`src/rtl/tmr_ccu_pkg.sv`:
```
package tmr_ccu_pkg;
  localparam logic SEL_CTRL = 1'b0;
  localparam logic SEL_VAL  = 1'b1;

  typedef struct packed {
    logic ie;
    logic msb;
    logic msa;
    logic elsb;
    logic elsa;
  } ctrl_t;
endpackage

```
`src/rtl/tmr_ccu_sync_edge.sv`:
```
module tmr_ccu_sync_edge #(
  parameter int STAGES = 2
) (
  input  logic clk_i,
  input  logic rst_ni,
  input  logic pin_i,
  output logic rise_o,
  output logic fall_o
);
  logic [STAGES-1:0] sync_q;
  logic              prev_q;

  generate
    for (genvar i = 0; i < STAGES; i++) begin : g_stage
      always_ff @(posedge clk_i or negedge rst_ni) begin
        if (!rst_ni) sync_q[i] <= 1'b0;
        else if (i == 0) sync_q[i] <= pin_i;
        else sync_q[i] <= sync_q[(i > 0) ? i-1 : 0];
      end
    end
  endgenerate

  always_ff @(posedge clk_i or negedge rst_ni) begin
    if (!rst_ni) prev_q <= 1'b0;
    else prev_q <= sync_q[STAGES-1];
  end

  assign rise_o = sync_q[STAGES-1] & ~prev_q;
  assign fall_o = ~sync_q[STAGES-1] & prev_q;
endmodule

```
`src/rtl/tmr_ccu_flag.sv`:
```
module tmr_ccu_flag (
  input  logic clk_i,
  input  logic rst_ni,
  input  logic event_i,
  input  logic arm_i,
  input  logic clr_i,
  output logic flag_o,
  output logic armed_o
);
  logic flag_q, armed_q;

  // new event wins over clear and disarms any pending sequence
  always_ff @(posedge clk_i or negedge rst_ni) begin
    if (!rst_ni) begin
      flag_q  <= 1'b0;
      armed_q <= 1'b0;
    end else if (event_i) begin
      flag_q  <= 1'b1;
      armed_q <= 1'b0;
    end else if (clr_i && armed_q) begin
      flag_q  <= 1'b0;
      armed_q <= 1'b0;
    end else if (arm_i && flag_q) begin
      armed_q <= 1'b1;
    end
  end

  assign flag_o  = flag_q;
  assign armed_o = armed_q;
endmodule

```
`src/rtl/tmr_ccu_out.sv`:
```
module tmr_ccu_out #(
  parameter int CW = 16
) (
  input  logic          clk_i,
  input  logic          rst_ni,
  input  logic          pwm_i,
  input  logic          oc_i,
  input  logic          elsb_i,
  input  logic          elsa_i,
  input  logic          match_i,
  input  logic [CW-1:0] cnt_i,
  input  logic [CW-1:0] val_i,
  input  logic [CW-1:0] mod_i,
  output logic          ch_o
);
  logic ch_q, ch_d, act;

  // val 0 never active, val above modulo always active
  assign act = (val_i > mod_i) | (cnt_i < val_i);

  always_comb begin
    ch_d = ch_q;
    if (pwm_i) begin
      ch_d = elsb_i ? act : ~act;
    end else if (oc_i && match_i) begin
      unique case ({elsb_i, elsa_i})
        2'b01:   ch_d = ~ch_q;
        2'b10:   ch_d = 1'b0;
        2'b11:   ch_d = 1'b1;
        default: ch_d = ch_q;
      endcase
    end
  end

  always_ff @(posedge clk_i or negedge rst_ni) begin
    if (!rst_ni) ch_q <= 1'b0;
    else ch_q <= ch_d;
  end

  assign ch_o = ch_q;
endmodule

```
`src/rtl/tmr_ccu_chan.sv`:
```
module tmr_ccu_chan
  import tmr_ccu_pkg::*;
#(
  parameter int CW          = 16,
  parameter int SYNC_STAGES = 2
) (
  input  logic          clk_i,
  input  logic          rst_ni,
  input  logic [CW-1:0] cnt_i,
  input  logic [CW-1:0] mod_i,
  input  logic          pin_i,
  input  logic          reg_wr_i,
  input  logic          reg_rd_i,
  input  logic          reg_sel_i,
  input  logic [CW-1:0] wdata_i,
  output logic [CW-1:0] rdata_o,
  output logic          ch_o,
  output logic          irq_o
);
  localparam int PADW = CW - 8;

  ctrl_t         ctrl_q;
  logic [CW-1:0] val_q;
  logic          rise_w, fall_w;
  logic          flag_w, armed_w, event_w;
  logic          cap_mode, oc_mode, pwm_mode_w, elsb_w;
  logic          match_w, pwm_quiet, cap_hit, cmp_hit;
  logic          wr_ctrl, wr_val;
  logic [CW-1:0] val_w;

  assign cap_mode   = ~ctrl_q.msb & ~ctrl_q.msa;
  assign oc_mode    = ~ctrl_q.msb &  ctrl_q.msa;
  assign pwm_mode_w =  ctrl_q.msb;
  assign elsb_w     =  ctrl_q.elsb;
  assign val_w      =  val_q;

  assign wr_ctrl = reg_wr_i & (reg_sel_i == SEL_CTRL);
  assign wr_val  = reg_wr_i & (reg_sel_i == SEL_VAL);

  tmr_ccu_sync_edge #(.STAGES(SYNC_STAGES)) i_sync (
    .clk_i  (clk_i),
    .rst_ni (rst_ni),
    .pin_i  (pin_i),
    .rise_o (rise_w),
    .fall_o (fall_w)
  );

  assign cap_hit   = cap_mode & ((ctrl_q.elsa & rise_w) | (ctrl_q.elsb & fall_w));
  assign match_w   = (cnt_i == val_q);
  assign pwm_quiet = (val_q == '0) | (val_q > mod_i);
  assign cmp_hit   = ~cap_mode & match_w & ~(pwm_mode_w & pwm_quiet);
  assign event_w   = cap_hit | cmp_hit;

  always_ff @(posedge clk_i or negedge rst_ni) begin
    if (!rst_ni) ctrl_q <= '0;
    else if (wr_ctrl) ctrl_q <= ctrl_t'(wdata_i[6:2]);
  end

  // capture beats a same-cycle bus write
  always_ff @(posedge clk_i or negedge rst_ni) begin
    if (!rst_ni) val_q <= '0;
    else if (cap_hit) val_q <= cnt_i;
    else if (wr_val) val_q <= wdata_i;
  end

  tmr_ccu_flag i_flag (
    .clk_i   (clk_i),
    .rst_ni  (rst_ni),
    .event_i (event_w),
    .arm_i   (reg_rd_i & (reg_sel_i == SEL_CTRL)),
    .clr_i   (wr_ctrl & ~wdata_i[7]),
    .flag_o  (flag_w),
    .armed_o (armed_w)
  );

  tmr_ccu_out #(.CW(CW)) i_out (
    .clk_i   (clk_i),
    .rst_ni  (rst_ni),
    .pwm_i   (pwm_mode_w),
    .oc_i    (oc_mode),
    .elsb_i  (ctrl_q.elsb),
    .elsa_i  (ctrl_q.elsa),
    .match_i (match_w),
    .cnt_i   (cnt_i),
    .val_i   (val_q),
    .mod_i   (mod_i),
    .ch_o    (ch_o)
  );

  assign rdata_o = (reg_sel_i == SEL_CTRL) ?
                   {{PADW{1'b0}}, flag_w, ctrl_q, 2'b00} : val_q;
  assign irq_o   = flag_w & ctrl_q.ie;
endmodule

```
`config.mk`:
```
export PLATFORM = sky130hd
export DESIGN_NAME = tmr_ccu_chan
export DESIGN_NICKNAME = d
export VERILOG_FILES = /design/src/rtl/tmr_ccu_pkg.sv /design/src/rtl/tmr_ccu_sync_edge.sv /design/src/rtl/tmr_ccu_flag.sv /design/src/rtl/tmr_ccu_out.sv /design/src/rtl/tmr_ccu_chan.sv
export SDC_FILE = /design/constraint.sdc
export NUM_CORES = 1
export LEC_CHECK = 0
export BUFFER_PORTS_ARGS = -buffer_cell sky130_fd_sc_hd__buf_2
export CAP_MARGIN = 40
export CORE_MARGIN = 10
export CORE_UTILIZATION = 51
export DETAILED_ROUTE_END_ITERATION = 12
export HOLD_SLACK_MARGIN = 0.06
export PLACE_DENSITY_LB_ADDON = 0.15
export SLEW_MARGIN = 20
export SYNTH_ARGS = -nofsm -noshare
export SYNTH_HDL_FRONTEND = slang
export SYNTH_SLANG_ARGS = --single-unit
```
`constraint.sdc`:
```
create_clock -name clk_i -period 2.3 [get_ports clk_i]
set_input_delay 0.115 -clock clk_i [delete_from_list [all_inputs] [get_ports clk_i]]
set_output_delay 0.115 -clock clk_i [all_outputs]
set_load 0.03 [all_outputs]
```
==> run metrics <==
maximum number of pins on one net before global-route repair=28; number of setup buffers added after CTS=0; Chip Width=roughly 85 µm; register area=678 µm²; Placed Cells incl. Taps=365; Worst EP arrival=2.45 ns; first-pass detailed-route iteration total=4; violation count after the first detailed-route iteration=93; number of failing setup endpoints in the final timing report=0; standard-cell rows=23; final critical-path share of the clock period=97.2%; post-route ant nets=0; Synth Flop Type=sky130_fd_sc_hd__dfrtp_1; Simple-Gate Fraction of Synth Area=15.9%; final count of pins violating max slew=0; Multi-input gate area=1370 µm²; final number of hold-violating endpoints=0; number of design rule violations left after detail routing=0; instance count of the mapped netlist=246; clock sink count=27; routed wirelength normalized by instance count=15.6 µm; Peak VDD IR=roughly 380 µV; via count of the first global-routing pass=2131; critical path buffer and inverter count=0; H-tree depth=1; post-DR vias/cell=5.36; Detailed Place HPWL=4880 µm; number of buffers created by CTS=3; highest fanout seen on the critical path=5; clk buf depth=2; core area=4060 µm²; post-synthesis mux area share=between 10% and 20%; number of flops mapped to enable cells by yosys=0; RSZ-0062 raised after global routing=false; worst hold-check slack=0.0579 ns; status=complete, no violations; share of synthesized area occupied by flip-flops and latches=31.1%; Max stage delay on crit path=0.45 ns; complex-gate fraction of the synthesized area=13.9%; largest family of logic cells by synthesized area=adder cells; number of warnings reported in the yosys synthesis log=0; cell with the biggest individual delay on the critical path=sky130_fd_sc_hd__dfrtp_2; root buf cell=sky130_fd_sc_hd__clkbuf_8; quantity of I/O buffers inserted on ports=71; clock insertion delay at the later pin of the skew report=0.28 ns; cell type with the highest aggregate area in the netlist=sky130_fd_sc_hd__dfrtp_1; I/O pin cnt=approximately 70; dominant cells by area after synthesis=sky130_fd_sc_hd__dfrtp_1 (31%), sky130_fd_sc_hd__ha_1 (19%), sky130_fd_sc_hd__mux2i_1 (7.8%); share of cells above drive strength 1=about 30%; Setup Crit Path Kind=reg -> reg; unique cell type count in the Yosys netlist=35; average cell area after synthesis=8.84 µm²; clock-pin slew reported for the worst setup and hold paths after clock tree synthesis=0.10 ns; top library cells by usage in the layout, fill and taps aside=sky130_fd_sc_hd__buf_2 (71), sky130_fd_sc_hd__inv_1 (34), sky130_fd_sc_hd__ha_1 (32), sky130_fd_sc_hd__nand2_1 (27), sky130_fd_sc_hd__dfrtp_1 (25); number of storage elements in the synthesis netlist=27; GPL Wtd Cong=0.859; clock tree from TritonCTS=yes; global-route wire length before repair=just under 10000 µm; type of the worst min-delay path=in -> reg; Max-slew headroom=57.5%; critical path, cell by cell=ha_1 -> nand4_1 -> nor2_1 -> a221o_1 -> o31a_1 -> or3_1 -> a31oi_1; number of nets produced by synthesis=333; Worst EP required=approximately 2.5 ns; leakage power of the design=approximately 1.5 nW; max_cap viols=0; initial antenna violation count=0; Die Ht=between 80 and 90 µm; Synth Area in XOR/XNOR=0%; Syn Std Cell Area=2170 µm²; startpoint kind of the worst setup timing path=flop; area fraction of the dominant cell type after synthesis=31.1%; via count=2004; total track usage=16.2%; kind of cell adding the most delay to the critical path=compound AO/OA/AOI/OAI gates; starting density of the core=between 50% and 60%; type of destination of the critical path=flop; area growth from synthesis to final layout=25.7%; Final Net Count=412; areal power density over the cells=around 700 nW/µm²; total negative setup slack=0 ns; number of fillers in the final layout=358; final critical path time including I/O delays and setup=2.24 ns; fraction of registers with async set or reset after synthesis=100%; final worst clock skew=0.00444 ns; leftover overflow at the end of global routing=0; adder and majority cell fraction of the synthesized area=19.0%; Max Clk Rate=0.447 GHz; antenna diode count=0; Die Area=7280 µm²; Core Util, Final=67.4%; actual transition at the worst max-transition pin=0.637 ns; number of non-filler instances in the completed layout=374; total length of routed wires=5830 µm; most common cell after layout, fill and taps aside=sky130_fd_sc_hd__buf_2
-- routing by layer --
| metal | vias up | part of all wire (%) | global-route usage, % |
|---|---|---|---|
| li1 | 1020 | - | - |
| met1 | 911 | 43 | 20.2 |
| met2 | 64 | 47 | 26.6 |
| met3 | 9 | 8.8 | 4.02 |
| met4 | 0 | 1.6 | 5.24 |
| met5 | - | 0 | 0 |
-- worst paths after layout --
check	start	to	slack (ns)	cells past startpoint
min	cnt_i[10]	val_q[10]$_DFFE_PN0P_	0.06	3
max	val_q[13]$_DFFE_PN0P_	i_out.ch_o$_DFFE_PN0P_	0.06	7
max reg2reg	val_q[13]$_DFFE_PN0P_	i_out.ch_o$_DFFE_PN0P_	0.06	7
min reg2reg	i_sync.sync_q[0]$_DFF_PN0_	i_sync.sync_q[1]$_DFF_PN0_	0.36	0
min in group asynchronous	rst_ni	val_q[8]$_DFFE_PN0P_	0.39	2
max in group asynchronous	rst_ni	val_q[13]$_DFFE_PN0P_	1.46	2
-- Yosys cell counts (all sizes together) (5+ instances only) --
cell     n
dfrtp   27
mux2    10
ha      33
a21oi   12
o21ai   24
inv     34
nor4     6
nor2     5
mux2i   17
nand4    7
nand2   27
clkbuf   6
and2    12
-- worst reg2reg max path, cell delays in order, from the launching register on --
cell and delay, ns:
sky130_fd_sc_hd__dfrtp_2 0.45, sky130_fd_sc_hd__ha_1 0.31, sky130_fd_sc_hd__nand4_1 0.16, sky130_fd_sc_hd__nor2_1 0.07, sky130_fd_sc_hd__a221o_1 0.31, sky130_fd_sc_hd__o31a_1 0.34
sky130_fd_sc_hd__or3_1 0.37, sky130_fd_sc_hd__a31oi_1 0.17
-- per-stage QoR --
step | power, W | instance area, µm² | worst slack (ns)
2_1_floorplan | 0.00131 | 2170 | 0.220
3_3_place_gp | 0.00160 | 2610 | 0.121
3_5_place_dp | 0.00162 | 2610 | 0.0923
4_1_cts | 0.00191 | 2710 | 0.0569
5_1_grt | 0.00209 | 2730 | 0.00851
6_report | 0.00191 | 2730 | 0.0634
-- cell families after synthesis --
family | Yosys count
and+or+nand+nor | 68
AOI/OAI and AO/OA | 50
buffers and inverters | 41
adders and majority gates | 33
muxes | 27
DFF | 27
-- power by group --
part	switching, W	internal (W)	total [W]	leakage [nW]
clock	0.000162	0.000123	0.000285	0.0217
sequential	0.000157	0.000586	0.000743	0.317
combinational	0.000492	0.000389	0.000881	1.13
-- state kept, by name, indices dropped and copies added, names as in the netlist --
register / flops
val_q: 16
ctrl_q: 3
i_sync.sync_q: 2
elsb_w: 1
i_flag.armed_o: 1
i_flag.flag_o: 1
i_out.ch_o: 1
i_sync.prev_q: 1
pwm_mode_w: 1
-- area by class of cell --
type,instances,share of cell area (%)
Clock inverter,1,0.275
Clock buffer,3,1.51
Tap cell,50,2.29
Inverter,34,4.67
Timing Repair Buffer,81,16.2
Multi-Input combinational cell,178,50.3
Sequential cell,27,24.8
-- timing repair --
item,in CTS,in global routing
endpoints found under the hold margin,31,0
hold buffers,5,0
resized for setup,0,5
setup endpoints to repair,0,2
Power figures use the tool's default switching activity.
